===== config.mk =====
export PLATFORM = sky130hd
export DESIGN_NAME = pbm_host
export DESIGN_NICKNAME = d
export VERILOG_FILES = /design/src/rtl/pbm_pkg.sv /design/src/rtl/pbm_wait_timer.sv /design/src/rtl/pbm_host.sv
export SDC_FILE = /design/constraint.sdc
export NUM_CORES = 1
export LEC_CHECK = 0
export BUFFER_PORTS_ARGS = -buffer_cell sky130_fd_sc_hd__buf_2
export CAP_MARGIN = 5
export CORE_AREA = 2 2 98 76
export CTS_CLUSTER_DIAMETER = 80
export CTS_CLUSTER_SIZE = 25
export DETAILED_ROUTE_END_ITERATION = 16
export DIE_AREA = 0 0 100 78
export PLACE_DENSITY = 0.64
export SETUP_SLACK_MARGIN = 0.05
export SYNTH_ARGS = -nofsm -noshare
export SYNTH_HDL_FRONTEND = slang
export SYNTH_SLANG_ARGS = --single-unit

===== constraint.sdc =====
create_clock -name clk -period 1.5 [get_ports clk]
set_input_delay 0.3 -clock clk [delete_from_list [all_inputs] [get_ports clk]]
set_output_delay 0.3 -clock clk [all_outputs]
set_load 0.02 [all_outputs]

===== src/rtl/pbm_pkg.sv =====
package pbm_pkg;
    typedef enum logic [2:0] {
        PS_IDLE,
        PS_OPEN,
        PS_NEXT,
        PS_STROBE,
        PS_WAITB,
        PS_SETTLE,
        PS_FIN
    } pstate_e;
endpackage


===== src/rtl/pbm_wait_timer.sv =====
module pbm_wait_timer #(
    parameter int LIMIT = 1000,
    localparam int W = $clog2(LIMIT + 1)
) (
    input  logic clk,
    input  logic rst_n,
    input  logic run,
    output logic expired
);
    logic [W-1:0] cnt_q, cnt_d;

    assign expired = run && (cnt_q == W'(LIMIT - 1));

    always_comb begin
        cnt_d = cnt_q;
        if (!run)         cnt_d = '0;
        else if (!expired) cnt_d = cnt_q + 1'b1;
    end

    always_ff @(posedge clk) begin
        if (!rst_n) cnt_q <= '0;
        else        cnt_q <= cnt_d;
    end

    AST_TMR_BOUND: assert property (@(posedge clk) disable iff (!rst_n)
        cnt_q < W'(LIMIT));
    AST_TMR_CLEAR: assert property (@(posedge clk) disable iff (!rst_n)
        !run |=> (cnt_q == '0));
endmodule


===== src/rtl/pbm_host.sv =====
module pbm_host
    import pbm_pkg::*;
#(
    parameter int DATA_W  = 8,
    parameter int CNT_W   = 4,
    parameter int STB_CYC = 3,
    parameter int SETTLE  = 2,
    parameter int TIMEOUT = 1000,
    localparam int MAXC   = (STB_CYC > SETTLE) ? STB_CYC : SETTLE,
    localparam int SUB_W  = $clog2(MAXC + 1)
) (
    input  logic              clk,
    input  logic              rst_n,
    input  logic              req_valid,
    input  logic              req_read,
    input  logic [CNT_W-1:0]  req_count,
    output logic              req_ready,
    input  logic [DATA_W-1:0] wr_data,
    output logic              wr_pop,
    output logic [DATA_W-1:0] rd_data,
    output logic              rd_valid,
    output logic              done,
    output logic              done_ok,
    output logic              done_timeout,
    output logic              done_err,
    output logic [CNT_W-1:0]  done_count,
    output logic              bus_sop_n,
    output logic              bus_stb_n,
    output logic              bus_rnw,
    output logic [DATA_W-1:0] bus_dout,
    output logic              bus_doe,
    input  logic [DATA_W-1:0] bus_din,
    input  logic              bus_busy,
    input  logic              bus_error
);
    typedef struct packed {
        pstate_e           st;
        logic              dir;
        logic              rnw;
        logic              sop_n;
        logic              stb_n;
        logic              doe;
        logic [DATA_W-1:0] dout;
        logic [CNT_W-1:0]  cnt;
        logic [CNT_W-1:0]  total;
        logic [SUB_W-1:0]  sub;
        logic              seen_hi;
        logic              tmo;
        logic              done;
        logic              ok;
        logic              err;
        logic              rd_v;
        logic              pop;
        logic [DATA_W-1:0] rd;
    } regs_t;

    localparam regs_t RESET_VAL = '{
        st: PS_IDLE, dir: 1'b0, rnw: 1'b0, sop_n: 1'b1, stb_n: 1'b1,
        doe: 1'b0, dout: '0, cnt: '0, total: '0, sub: '0, seen_hi: 1'b0,
        tmo: 1'b0, done: 1'b0, ok: 1'b0, err: 1'b0, rd_v: 1'b0, pop: 1'b0,
        rd: '0
    };

    regs_t r_q, r_d;
    logic  waiting;
    logic  tmo_hit;

    // Cycles spent blocked on the busy line
    always_comb begin
        case (r_q.st)
            PS_OPEN, PS_NEXT: waiting = bus_busy;
            PS_STROBE:        waiting = r_q.stb_n && bus_busy;
            PS_WAITB:         waiting = !(r_q.seen_hi && !bus_busy);
            default:          waiting = 1'b0;
        endcase
    end

    pbm_wait_timer #(.LIMIT(TIMEOUT)) u_timer (
        .clk     (clk),
        .rst_n   (rst_n),
        .run     (waiting),
        .expired (tmo_hit)
    );

    always_comb begin
        r_d      = r_q;
        r_d.done = 1'b0;
        r_d.rd_v = 1'b0;
        r_d.pop  = 1'b0;
        case (r_q.st)
            PS_IDLE: begin
                if (req_valid) begin
                    r_d.dir   = req_read;
                    r_d.total = req_count;
                    r_d.cnt   = '0;
                    r_d.tmo   = 1'b0;
                    r_d.st    = PS_OPEN;
                end
            end
            PS_OPEN: begin
                if (!bus_busy) begin
                    r_d.rnw   = r_q.dir;
                    r_d.sop_n = 1'b0;
                    r_d.doe   = !r_q.dir;
                    r_d.st    = PS_NEXT;
                end
            end
            PS_NEXT: begin
                if (!bus_busy) begin
                    if (r_q.cnt == r_q.total) begin
                        r_d.sop_n = 1'b1;
                        r_d.doe   = 1'b0;
                        r_d.st    = PS_FIN;
                    end else begin
                        if (!r_q.dir) begin
                            r_d.dout = wr_data;
                            r_d.pop  = 1'b1;
                        end
                        r_d.st = PS_STROBE;
                    end
                end
            end
            PS_STROBE: begin
                if (r_q.stb_n) begin
                    if (!bus_busy) begin
                        r_d.stb_n   = 1'b0;
                        r_d.sub     = '0;
                        r_d.seen_hi = 1'b0;
                    end
                end else begin
                    r_d.seen_hi = r_q.seen_hi | bus_busy;
                    if (r_q.sub == SUB_W'(STB_CYC - 1)) begin
                        r_d.stb_n = 1'b1;
                        r_d.st    = PS_WAITB;
                    end else begin
                        r_d.sub = r_q.sub + 1'b1;
                    end
                end
            end
            PS_WAITB: begin
                r_d.seen_hi = r_q.seen_hi | bus_busy;
                if (r_q.seen_hi && !bus_busy) begin
                    if (r_q.dir) begin
                        r_d.sub = '0;
                        r_d.st  = PS_SETTLE;
                    end else begin
                        r_d.cnt = r_q.cnt + 1'b1;
                        r_d.st  = PS_NEXT;
                    end
                end
            end
            PS_SETTLE: begin
                if (r_q.sub == SUB_W'(SETTLE - 1)) begin
                    r_d.rd   = bus_din;
                    r_d.rd_v = 1'b1;
                    r_d.cnt  = r_q.cnt + 1'b1;
                    r_d.st   = PS_NEXT;
                end else begin
                    r_d.sub = r_q.sub + 1'b1;
                end
            end
            PS_FIN: begin
                r_d.done = 1'b1;
                r_d.err  = bus_error;
                r_d.ok   = !r_q.tmo && !bus_error;
                r_d.st   = PS_IDLE;
            end
            default: r_d.st = PS_IDLE;
        endcase
        if (tmo_hit) begin
            r_d.tmo   = 1'b1;
            r_d.sop_n = 1'b1;
            r_d.stb_n = 1'b1;
            r_d.doe   = 1'b0;
            r_d.st    = PS_FIN;
        end
    end

    always_ff @(posedge clk) begin
        if (!rst_n) r_q <= RESET_VAL;
        else        r_q <= r_d;
    end

    assign req_ready    = (r_q.st == PS_IDLE);
    assign wr_pop       = r_q.pop;
    assign rd_data      = r_q.rd;
    assign rd_valid     = r_q.rd_v;
    assign done         = r_q.done;
    assign done_ok      = r_q.ok;
    assign done_timeout = r_q.tmo;
    assign done_err     = r_q.err;
    assign done_count   = r_q.cnt;
    assign bus_sop_n    = r_q.sop_n;
    assign bus_stb_n    = r_q.stb_n;
    assign bus_rnw      = r_q.rnw;
    assign bus_dout     = r_q.dout;
    assign bus_doe      = r_q.doe;

    AST_SOP_FALL_GATED: assert property (@(posedge clk) disable iff (!rst_n)
        $fell(bus_sop_n) |-> !$past(bus_busy));
    AST_STB_FALL_GATED: assert property (@(posedge clk) disable iff (!rst_n)
        $fell(bus_stb_n) |-> !$past(bus_busy));
    AST_WR_SETUP: assert property (@(posedge clk) disable iff (!rst_n)
        ($fell(bus_stb_n) && !bus_rnw) |-> ($past(bus_doe) && $stable(bus_dout)));
    AST_READ_NO_DRIVE: assert property (@(posedge clk) disable iff (!rst_n)
        rd_valid |-> (bus_rnw && !bus_doe));
    AST_SOP_RELEASE: assert property (@(posedge clk) disable iff (!rst_n)
        ($rose(bus_sop_n) && !done_timeout) |-> !$past(bus_busy));
    AST_DONE_AFTER_CLOSE: assert property (@(posedge clk) disable iff (!rst_n)
        done |-> (bus_sop_n && $past(bus_sop_n) && bus_stb_n));
    AST_STB_IN_PKT: assert property (@(posedge clk) disable iff (!rst_n)
        !bus_stb_n |-> !bus_sop_n);
endmodule


==> results.cfg <==
[place]
gp_congestion = 0.8975
dp_hpwl_mm = 4.610
placed_cells = 466
post-place-ws_ps = -108.2
io_buffer_count = 56

[synthesis]
avgSynthCellArea_um2 = 8.362
synth_xor_area_share_pct = 4.099
synth_mux_area_share_pct = 5.136
synth_top_family_by_area = simple AND/OR/NAND/NOR gates
async_flop_share_pct = 0
synth_warnings = 0
synthCells = 303
ys_seq_area_share_pct = 40.30
synth_compound_area_share_pct = 13.38
synth_edf_count = 0
ys.flop_type = dfxtp_1
synth_fa_ha_area_share_pct = 1.975
yosysTopAreaCell = dfxtp_1
yosys.area_share.simple_pct = 25.98
synth_top_area_share_pct = 40.30
ys_top_cells_by_count = dfxtp_1 (51), nand2_1 (49), nor2_1 (39)
syn_nets = 333
yosys-top-cells-area = dfxtp_1 (40%), nand2_1 (7.3%), buf_4 (6.2%), nor2_1 (5.8%), a21oi_1 (5.1%)
synth_most_common_cell = dfxtp_1
ys_types = 53
synth_area_um2 = 2534
synth_seq_cells = 51

[floorplanning]
dieArea_um2 = 7800
rows = 26
io-pin-count = 57
die_w_um = 100
core_area_um2 = 6766
start_util_pct = 37.44
dieHeight_um = 78

[routing]
drtAntennaViolNets = 0
routed_via_density = 4.879
drt_wl_total_mm = 6.812
vias = 2337
routedWlPerCell_um = 14.22
drcViolationCount = 0
drtIter0Drc = 139
first_pass_iters = 4

[grt]
first_global_vias = 2215
met1_usage_pct = 24.53
antenna_found_initial = 0
grtUsageMet2_pct = 27.36
grt_pass1_wl_mm = 10.91
busiest_layer = met2
grt_use_met3_pct = 2.973
grt_start_max_net_pins = 20
overflow = 0
track_usage_pct = 17.33

[timing]
setup_slack_ps = -128.7
hold_viol = 0
fmax_mhz = 614.0
period_share_pct = 108.6
relSlewSlack_pct = 77.14
grt_setup_unrepaired = true
worstMarginPinSlew_ps = 341.5
layout_min_cycle_time_ps = 1629
setup_viol = 12
slew_violations = 0
fin_skew_ps = 9.763

[pwr]
p_per_area_nw_per_um2 = 804.6
finalPower_mw = 2.896
leakagePower_nw = 1.570
peakVddDrop_uv = 480.9

[finish]
finalNetCount = 424
stdcell_count = 479
final_core_util_pct = 53.20
area_growth_pct = 42.07
final_layout_size_suffix_gt1_share_pct = 46.58
num_antenna_cells = 0

[status]
violations = negative setup slack
status = finished, violations left

[clock_network]
htreeDepth = 2
path_clk_slew_ps = 110
numCtsBuffers = 5
cts_buffer_depth = 2
clock_latency_ps = 320
clkSinkCount = 51
cts_tree = built
cts.hold.buffers_added = 0
cts-root-buf = clkbuf_8

[run]
cap_violations = 0

[critical_path]
worst-path-max-fanout = 2
critPathSlowestCell = dfxtp_2
setup.worst_path.class = reg -> reg
critical-path-max-stage-delay_ps = 350
endpoint_kind = flip-flop
critPathRequiredTime_ps = 1720
cp-start-kind = flip-flop
cp.arrival_ps = 1850
path_cells = xor2_2, nor4_4, buf_4, a21oi_2, o32a_1, and3_1

[worst_hold_path]
hold_class = in -> reg
## worst paths after layout
kind	start	cells after the start	slack, ps	to
max	r_q[17]	6	-130	bus_doe
min	req_count[3]	3	210	r_q[20]
max reg2reg	r_q[17]	6	-130	bus_doe
min reg2reg	rd_data[5]	2	460	rd_data[5]
## where the power goes
group	internal, mW	leakage, nW	switching, mW
clock network	0.344	0.0463	0.519
registers	1.38	0.418	0.0363
logic	0.307	1.11	0.305
## routing by layer
metal	part of all wire [%]	wire (um)
met5	0	0
met1	47	3233
met3	5.0	343
met4	0.94	64
met2	47	3170
## per-stage QoR
step | TNS (ps) | hold WS (ps) | instance area [um2]
global placement | -662.8 | 438.1 | 3148
floorplan | 0 | 428.4 | 2559
CTS | -505.9 | 198.0 | 3398
finish | -643.2 | 206.9 | 3600
global route | -1793 | 213.1 | 3600
detailed placement | -1207 | 445.1 | 3148
## flip-flops by register name (all words and copies together) (netlist names), 4 cells and up
signal and count:
done_count 4, r_q 11, rd_data 8, u_timer.cnt_q 10
bus_dout 8
## what timing repair did
item	CTS	global route
endpoints found under the setup margin	32	40
setup buffers	1	4
resized for setup	34	41
pin swaps	13	18
## worst max-delay path, delay by kind of cell (launching register included)
kind,cells,cell delay [ps]
buffers and inverters,1,180
AND/OR/NAND/NOR,2,470
AO/OA/AOI/OAI,2,340
XOR/XNOR,1,180
flip-flops,1,350
## cell families after synthesis
logic type / after synthesis
simple gates: 134
compound gates: 53
flops: 51
buf+inv: 37
mux: 13
xor+xnor: 11
fa+ha+maj: 4
## layout make-up
cell class	instances	area [um2]
well taps	84	105.1
clock inverters	3	27.53
fillers	617	3167
flip-flops and latches	51	1045
clock buffers	5	68.82
inverters	4	15.01
multi-input cells	215	1544
repair buffers	117	794.5
## cell usage in the layout (no fill, tap or decap), drive strengths merged, types with 5 or more instances in the layout
master / n
dfxtp: 51
mux2i: 13
nand3: 8
o21ai: 7
nand2: 49
a21oi: 27
nor2: 40
nand2b: 7
clkbuf: 5
buf: 117
xor2: 7
Note: power is estimated with default switching activity, not from simulation.
